## src/rtl/ptw_pkg.sv

```systemverilog
package ptw_pkg;

    localparam int unsigned PTW_LEVELS = 4;
    localparam int unsigned PTW_IDX_W  = 9;
    localparam int unsigned PTW_OFF_W  = 12;
    localparam int unsigned PTW_PA_W   = 52;
    localparam int unsigned PTW_PTE_W  = 64;

    // flag positions inside one table entry
    localparam int unsigned PTE_PRES_BIT = 0;
    localparam int unsigned PTE_WR_BIT   = 1;
    localparam int unsigned PTE_USR_BIT  = 2;
    localparam int unsigned PTE_FLAG_W   = 3;

    typedef enum logic [1:0] {
        FLT_NONE   = 2'd0,
        FLT_ABSENT = 2'd1,
        FLT_PRIV   = 2'd2,
        FLT_RDONLY = 2'd3
    } ptw_fault_e;

    typedef enum logic [1:0] {
        ST_IDLE    = 2'd0,
        ST_RD_REQ  = 2'd1,
        ST_RD_WAIT = 2'd2,
        ST_RESP    = 2'd3
    } ptw_state_e;

endpackage

```

## src/rtl/ptw_idx_sel.sv

```systemverilog
module ptw_idx_sel #(
    parameter int unsigned LEVELS = 4,
    parameter int unsigned IDX_W  = 9,
    parameter int unsigned OFF_W  = 12,
    parameter int unsigned PA_W   = 52,
    parameter int unsigned PTE_W  = 64,
    localparam int unsigned LVL_W  = $clog2(LEVELS),
    localparam int unsigned PPN_W  = PA_W - OFF_W,
    localparam int unsigned ENT_SH = $clog2(PTE_W / 8)
) (
    input  logic [LEVELS*IDX_W-1:0] va_idx_i,
    input  logic [LVL_W-1:0]        level_i,
    input  logic [PPN_W-1:0]        table_ppn_i,
    output logic [PA_W-1:0]         entry_addr_o
);

    logic [IDX_W-1:0] idx_per_lvl [LEVELS];

    // one index slice per level, level 0 in the lowest bits
    for (genvar g = 0; g < LEVELS; g++) begin : g_idx
        assign idx_per_lvl[g] = va_idx_i[g*IDX_W +: IDX_W];
    end

    logic [IDX_W-1:0] idx_sel;
    logic [OFF_W-1:0] byte_off;

    assign idx_sel      = idx_per_lvl[level_i];
    assign byte_off     = OFF_W'(idx_sel) << ENT_SH;
    assign entry_addr_o = {table_ppn_i, byte_off};

endmodule

```

## src/rtl/ptw_pte_eval.sv

```systemverilog
module ptw_pte_eval
    import ptw_pkg::*;
#(
    parameter int unsigned PTE_W = 64,
    parameter int unsigned PA_W  = 52,
    parameter int unsigned OFF_W = 12,
    localparam int unsigned PPN_W = PA_W - OFF_W
) (
    input  logic [PTE_W-1:0]      pte_i,
    input  logic                  is_leaf_i,
    input  logic                  write_i,
    input  logic                  user_i,
    output logic                  present_o,
    output logic [PPN_W-1:0]      ppn_o,
    output logic [PTE_FLAG_W-1:0] perm_o,
    output ptw_fault_e            fault_o
);

    logic pres, wr_ok, usr_ok;

    assign pres      = pte_i[PTE_PRES_BIT];
    assign wr_ok     = pte_i[PTE_WR_BIT];
    assign usr_ok    = pte_i[PTE_USR_BIT];
    assign present_o = pres;
    assign ppn_o     = pte_i[OFF_W +: PPN_W];
    assign perm_o    = {usr_ok, wr_ok, pres};

    // privilege is tested before write protection
    always_comb begin
        if (!pres)
            fault_o = FLT_ABSENT;
        else if (is_leaf_i && user_i && !usr_ok)
            fault_o = FLT_PRIV;
        else if (is_leaf_i && write_i && !wr_ok)
            fault_o = FLT_RDONLY;
        else
            fault_o = FLT_NONE;
    end

    logic unused_pte_bits;
    assign unused_pte_bits = ^{pte_i[PTE_W-1:PA_W], pte_i[OFF_W-1:PTE_FLAG_W]};

endmodule

```

## src/rtl/pt_walker.sv

```systemverilog
module pt_walker
    import ptw_pkg::*;
#(
    parameter int unsigned LEVELS = PTW_LEVELS,
    parameter int unsigned IDX_W  = PTW_IDX_W,
    parameter int unsigned OFF_W  = PTW_OFF_W,
    parameter int unsigned PA_W   = PTW_PA_W,
    parameter int unsigned PTE_W  = PTW_PTE_W,
    localparam int unsigned LVL_W = $clog2(LEVELS),
    localparam int unsigned VA_W  = OFF_W + LEVELS*IDX_W,
    localparam int unsigned PPN_W = PA_W - OFF_W
) (
    input  logic                  clk,
    input  logic                  rst_n,
    input  logic [PPN_W-1:0]      root_ppn_i,
    input  logic                  req_valid_i,
    output logic                  req_ready_o,
    input  logic [VA_W-1:0]       req_va_i,
    input  logic                  req_write_i,
    input  logic                  req_user_i,
    output logic                  mem_rd_valid_o,
    input  logic                  mem_rd_ready_i,
    output logic [PA_W-1:0]       mem_rd_addr_o,
    input  logic                  mem_rsp_valid_i,
    input  logic [PTE_W-1:0]      mem_rsp_data_i,
    output logic                  rsp_valid_o,
    input  logic                  rsp_ready_i,
    output logic [PA_W-1:0]       rsp_pa_o,
    output logic [PTE_FLAG_W-1:0] rsp_perm_o,
    output logic [1:0]            rsp_fault_o,
    output logic [LVL_W-1:0]      rsp_level_o
);

    typedef struct packed {
        ptw_state_e            state;
        logic [LVL_W-1:0]      level;
        logic [VA_W-1:0]       va;
        logic                  wr;
        logic                  usr;
        logic [PPN_W-1:0]      tbl;
        logic [PA_W-1:0]       pa;
        logic [PTE_FLAG_W-1:0] perm;
        ptw_fault_e            fault;
        logic [LVL_W-1:0]      flevel;
    } walk_s;

    walk_s s_d, s_q;

    logic [PA_W-1:0]       entry_addr;
    logic                  ent_present;
    logic [PPN_W-1:0]      ent_ppn;
    logic [PTE_FLAG_W-1:0] ent_perm;
    ptw_fault_e            ent_fault;
    logic                  at_leaf;

    assign at_leaf = (s_q.level == '0);

    ptw_idx_sel #(
        .LEVELS (LEVELS),
        .IDX_W  (IDX_W),
        .OFF_W  (OFF_W),
        .PA_W   (PA_W),
        .PTE_W  (PTE_W)
    ) u_idx (
        .va_idx_i     (s_q.va[VA_W-1:OFF_W]),
        .level_i      (s_q.level),
        .table_ppn_i  (s_q.tbl),
        .entry_addr_o (entry_addr)
    );

    ptw_pte_eval #(
        .PTE_W (PTE_W),
        .PA_W  (PA_W),
        .OFF_W (OFF_W)
    ) u_eval (
        .pte_i     (mem_rsp_data_i),
        .is_leaf_i (at_leaf),
        .write_i   (s_q.wr),
        .user_i    (s_q.usr),
        .present_o (ent_present),
        .ppn_o     (ent_ppn),
        .perm_o    (ent_perm),
        .fault_o   (ent_fault)
    );

    always_comb begin
        s_d = s_q;
        unique case (s_q.state)
            ST_IDLE: begin
                if (req_valid_i) begin
                    s_d.va    = req_va_i;
                    s_d.wr    = req_write_i;
                    s_d.usr   = req_user_i;
                    s_d.tbl   = root_ppn_i;
                    s_d.level = LVL_W'(LEVELS - 1);
                    s_d.state = ST_RD_REQ;
                end
            end
            ST_RD_REQ: begin
                if (mem_rd_ready_i)
                    s_d.state = ST_RD_WAIT;
            end
            ST_RD_WAIT: begin
                if (mem_rsp_valid_i) begin
                    if (ent_fault != FLT_NONE) begin
                        s_d.fault  = ent_fault;
                        s_d.flevel = s_q.level;
                        s_d.pa     = '0;
                        s_d.perm   = '0;
                        s_d.state  = ST_RESP;
                    end else if (at_leaf) begin
                        s_d.fault  = FLT_NONE;
                        s_d.flevel = '0;
                        s_d.pa     = {ent_ppn, s_q.va[OFF_W-1:0]};
                        s_d.perm   = ent_perm;
                        s_d.state  = ST_RESP;
                    end else begin
                        s_d.tbl    = ent_ppn;
                        s_d.level  = s_q.level - 1'b1;
                        s_d.state  = ST_RD_REQ;
                    end
                end
            end
            ST_RESP: begin
                if (rsp_ready_i)
                    s_d.state = ST_IDLE;
            end
            default: s_d.state = ST_IDLE;
        endcase
    end

    always_ff @(posedge clk or negedge rst_n) begin
        if (!rst_n) begin
            s_q <= '{state: ST_IDLE, fault: FLT_NONE, default: '0};
        end else begin
            s_q <= s_d;
        end
    end

    assign req_ready_o    = (s_q.state == ST_IDLE);
    assign mem_rd_valid_o = (s_q.state == ST_RD_REQ);
    assign mem_rd_addr_o  = entry_addr;
    assign rsp_valid_o    = (s_q.state == ST_RESP);
    assign rsp_pa_o       = s_q.pa;
    assign rsp_perm_o     = s_q.perm;
    assign rsp_fault_o    = s_q.fault;
    assign rsp_level_o    = s_q.flevel;

endmodule

```

## config.mk

```make
export PLATFORM = sky130hd
export DESIGN_NAME = pt_walker
export DESIGN_NICKNAME = d
export VERILOG_FILES = /design/src/rtl/ptw_pkg.sv /design/src/rtl/ptw_idx_sel.sv /design/src/rtl/ptw_pte_eval.sv /design/src/rtl/pt_walker.sv
export SDC_FILE = /design/constraint.sdc
export NUM_CORES = 1
export LEC_CHECK = 0
export BUFFER_PORTS_ARGS = -buffer_cell sky130_fd_sc_hd__clkbuf_2
export CORE_ASPECT_RATIO = 0.6
export CORE_MARGIN = 5
export CORE_UTILIZATION = 40
export CTS_CLUSTER_SIZE = 16
export DETAILED_ROUTE_END_ITERATION = 8
export HOLD_SLACK_MARGIN = 0.08
export PLACE_DENSITY = 0.66
export REMOVE_ABC_BUFFERS = 1
export SLEW_MARGIN = 20
export SYNTH_ARGS = -nofsm -noshare
export SYNTH_HDL_FRONTEND = slang
export SYNTH_HIERARCHICAL = 1
export SYNTH_SLANG_ARGS = --single-unit
```

## constraint.sdc

```tcl
create_clock -name clk -period 4.3 [get_ports clk]
set_input_delay 0.645 -clock clk [delete_from_list [all_inputs] [get_ports clk]]
set_output_delay 0.645 -clock clk [all_outputs]
set_load 0.02 [all_outputs]
```

==> flow_summary_export.csv <==
group,metric,value,unit
routing,drt_via_density,4.925,
sta,clock_skew,0.006931,ns
sta,finalHoldViolations,0,
routing,dr_total_vias,5058,
layout,layoutNonFillerInstCount,1027,
pwr,cellLeakagePower,4.642,nW
synthesis,synthesis.yosys.warnings,6,
sta,finalHoldWorstSlack,0.3415,ns
routing,detail_route.first_pass.iterations,6,
sta,worst_slew_pin_slew,0.9070,ns
die,floorplan.die.height,118.4,um
job,timing.max_cap.violations,0,
placement,detailed_place_hpwl,13.42,mm
sta,grt_setup_unrepaired,"false",
routing,drt_wl_total,19.02,mm
pwr,vdd.ir_drop.worst,379.4,uV
cts,cts_tree,"done",
cts,cts-resized-gates,0,
layout,nets,910,
die,boundaryPins,274,
pwr,power,7.100,mW
die,fp-row-count,39,
sta,fin_setup_tns,0,ns
global_routing,global_route.peak_usage_layer,"met2",
pwr,power-per-cell-area,808.0,nW/um^2
sta,fin_crit_sh,0.7274,
worst_setup_path,path_max_fanout,35,
layout,fin_util,0.4594,
cts,cts.reportedPaths.clkPinSlew,0.06,ns
placement,placed_area,8222,sq um
layout,area_growth_syn_to_layout,12.22,%
worst_setup_path,worst_setup_path_end_kind,"flop",
placement,detailedPlace.worstSlack,1.154,ns
layout,drive_gt1_frac,0.5191,
worst_setup_path,start_kind,"flop",
sta,final-max-slew-violation-count,0,
cts,clkLatencyLatePin,0.41,ns
global_routing,grt_start_max_net_pins,107,
routing,post_dr_wirelength_cell,18.52,um
global_routing,grt.total_usage,0.1714,
placement,dp.cells,996,
cts,max-clock-path-buffers,2,
global_routing,globalRouteMet1Util,0.2418,
placement,numPortBuffers,249,
global_routing,globalRouteMet3Util,0.07248,
sta,post-route-min-period,3.128,ns
worst_setup_path,required,4.60,ns
outcome,outcome,"complete, no violations",
global_routing,global_route_congestion_overflow_total,0,
die,fp.dieArea,22570,sq um
cts,clock-root-buffer,"sky130_fd_sc_hd__clkbuf_16",
sta,max_frequency,319.7,MHz
routing,drc_errors,0,
synthesis,synthesis.area,7830,sq um
die,initial_core_util,0.4093,
worst_setup_path,cp_data_arrival_time,3.43,ns
global_routing,first_global_vias,5478,
global_routing,grt_first_pass_wirelength,30.41,mm
cts,cts.sink_count,153,
placement,routabilityCongestion,0.7598,
cts,tritoncts.num_buffers,17,
global_routing,grt_antenna_before_repair,1,
worst_setup_path,worstSetupPathType,"flop to flop",
global_routing,global_route.usage.met2,0.2425,
die,dieWidth,190.6,um
hold_path,timing.hold.worst.class,"input port to asynchronous set/reset pin",
sta,slew_margin_rel,0.3946,
layout,n_antenna_cell,0,
layout,final_cell_area,8787,sq um
sta,finalSetupViolations,0,
cts,number_of_buffers_inserted_to_repair_setup_after_cts,0,
cts,postCtsHoldBufs,0,
sta,worst_path_setup_slack_after_routing,1.172,ns
routing,drt.antenna.violating_nets,0,
synthesis,syn_inst,653,
synthesis,post_synth.cell_area_avg,11.99,sq um
cts,cts-htree-levels,4,
routing,detail_route.iter0.violations,212,
die,coreArea,19130,sq um
==> registers in the layout, summed over array words and instances (netlist names) <==
name	cells
rsp_fault_o	2
rsp_level_o	2
rsp_pa_o	52
rsp_perm_o	3
s_q	94
==> placed cells by master, fill, tap and decap left out, types with 2 or more instances in the layout <==
| cell | instances |
|---|---|
| sky130_fd_sc_hd__nand2_1 | 83 |
| sky130_fd_sc_hd__conb_1 | 3 |
| sky130_fd_sc_hd__clkbuf_2 | 248 |
| sky130_fd_sc_hd__clkinv_2 | 6 |
| sky130_fd_sc_hd__inv_1 | 2 |
| sky130_fd_sc_hd__clkbuf_8 | 3 |
| sky130_fd_sc_hd__nor2b_1 | 4 |
| sky130_fd_sc_hd__a22o_1 | 57 |
| sky130_fd_sc_hd__o21ai_0 | 4 |
| sky130_fd_sc_hd__buf_4 | 11 |
| sky130_fd_sc_hd__nor3b_1 | 2 |
| sky130_fd_sc_hd__nor2_1 | 3 |
| sky130_fd_sc_hd__mux2i_1 | 44 |
| sky130_fd_sc_hd__mux4_2 | 9 |
| sky130_fd_sc_hd__bufinv_16 | 2 |
| sky130_fd_sc_hd__clkbuf_16 | 17 |
| sky130_fd_sc_hd__dfrtp_1 | 153 |
| sky130_fd_sc_hd__clkbuf_1 | 3 |
| sky130_fd_sc_hd__mux2_2 | 91 |
==> critical path, cell delays in order, from the launching register on <==
cell and delay [ns]:
sky130_fd_sc_hd__dfrtp_1 0.60, sky130_fd_sc_hd__inv_1 0.16, sky130_fd_sc_hd__ha_1 0.24, sky130_fd_sc_hd__nand3b_1 0.08
sky130_fd_sc_hd__o21ai_0 0.30, sky130_fd_sc_hd__or3_4 0.23, sky130_fd_sc_hd__nand3_2 0.69, sky130_fd_sc_hd__buf_12 0.46
sky130_fd_sc_hd__a22o_1 0.24
==> power breakdown <==
part,internal (mW),switching [mW],leakage [nW]
clock,0.877,0.568,0.283
combinational,1.38,1.66,2.40
sequential,2.17,0.459,1.96
==> final timing paths <==
check / start / endpoint / slack, ns / cells past startpoint
min: rst_n / rsp_pa_o[25] / 0.34 / 1
min reg2reg: s_q[111] / rsp_pa_o[10] / 0.49 / 1
max in group asynchronous: rst_n / rsp_pa_o[51] / 3.05 / 2
min in group clk: req_va_i[40] / s_q[141] / 0.46 / 2
max: s_q[150] / rsp_level_o[1] / 1.17 / 8
max reg2reg: s_q[150] / rsp_level_o[1] / 1.17 / 8
==> layout make-up <==
class / instances / area, sq um
fillers: 1776 / 10340
repair buffers: 261 / 1358
multi-input cells: 314 / 2698
clock inverters: 9 / 98.84
flip-flops and latches: 153 / 3829
clock buffers: 22 / 464.2
inverters: 2 / 7.507
well taps: 266 / 332.8
==> metal layers <==
| layer | up-vias | wire length (um) |
|---|---|---|
| li1 | 2295 | - |
| met2 | 184 | 8014 |
| met1 | 2563 | 9020 |
| met3 | 16 | 1765 |
| met5 | - | 0 |
| met4 | 0 | 215 |
Note: power is estimated with default switching activity, not from simulation.
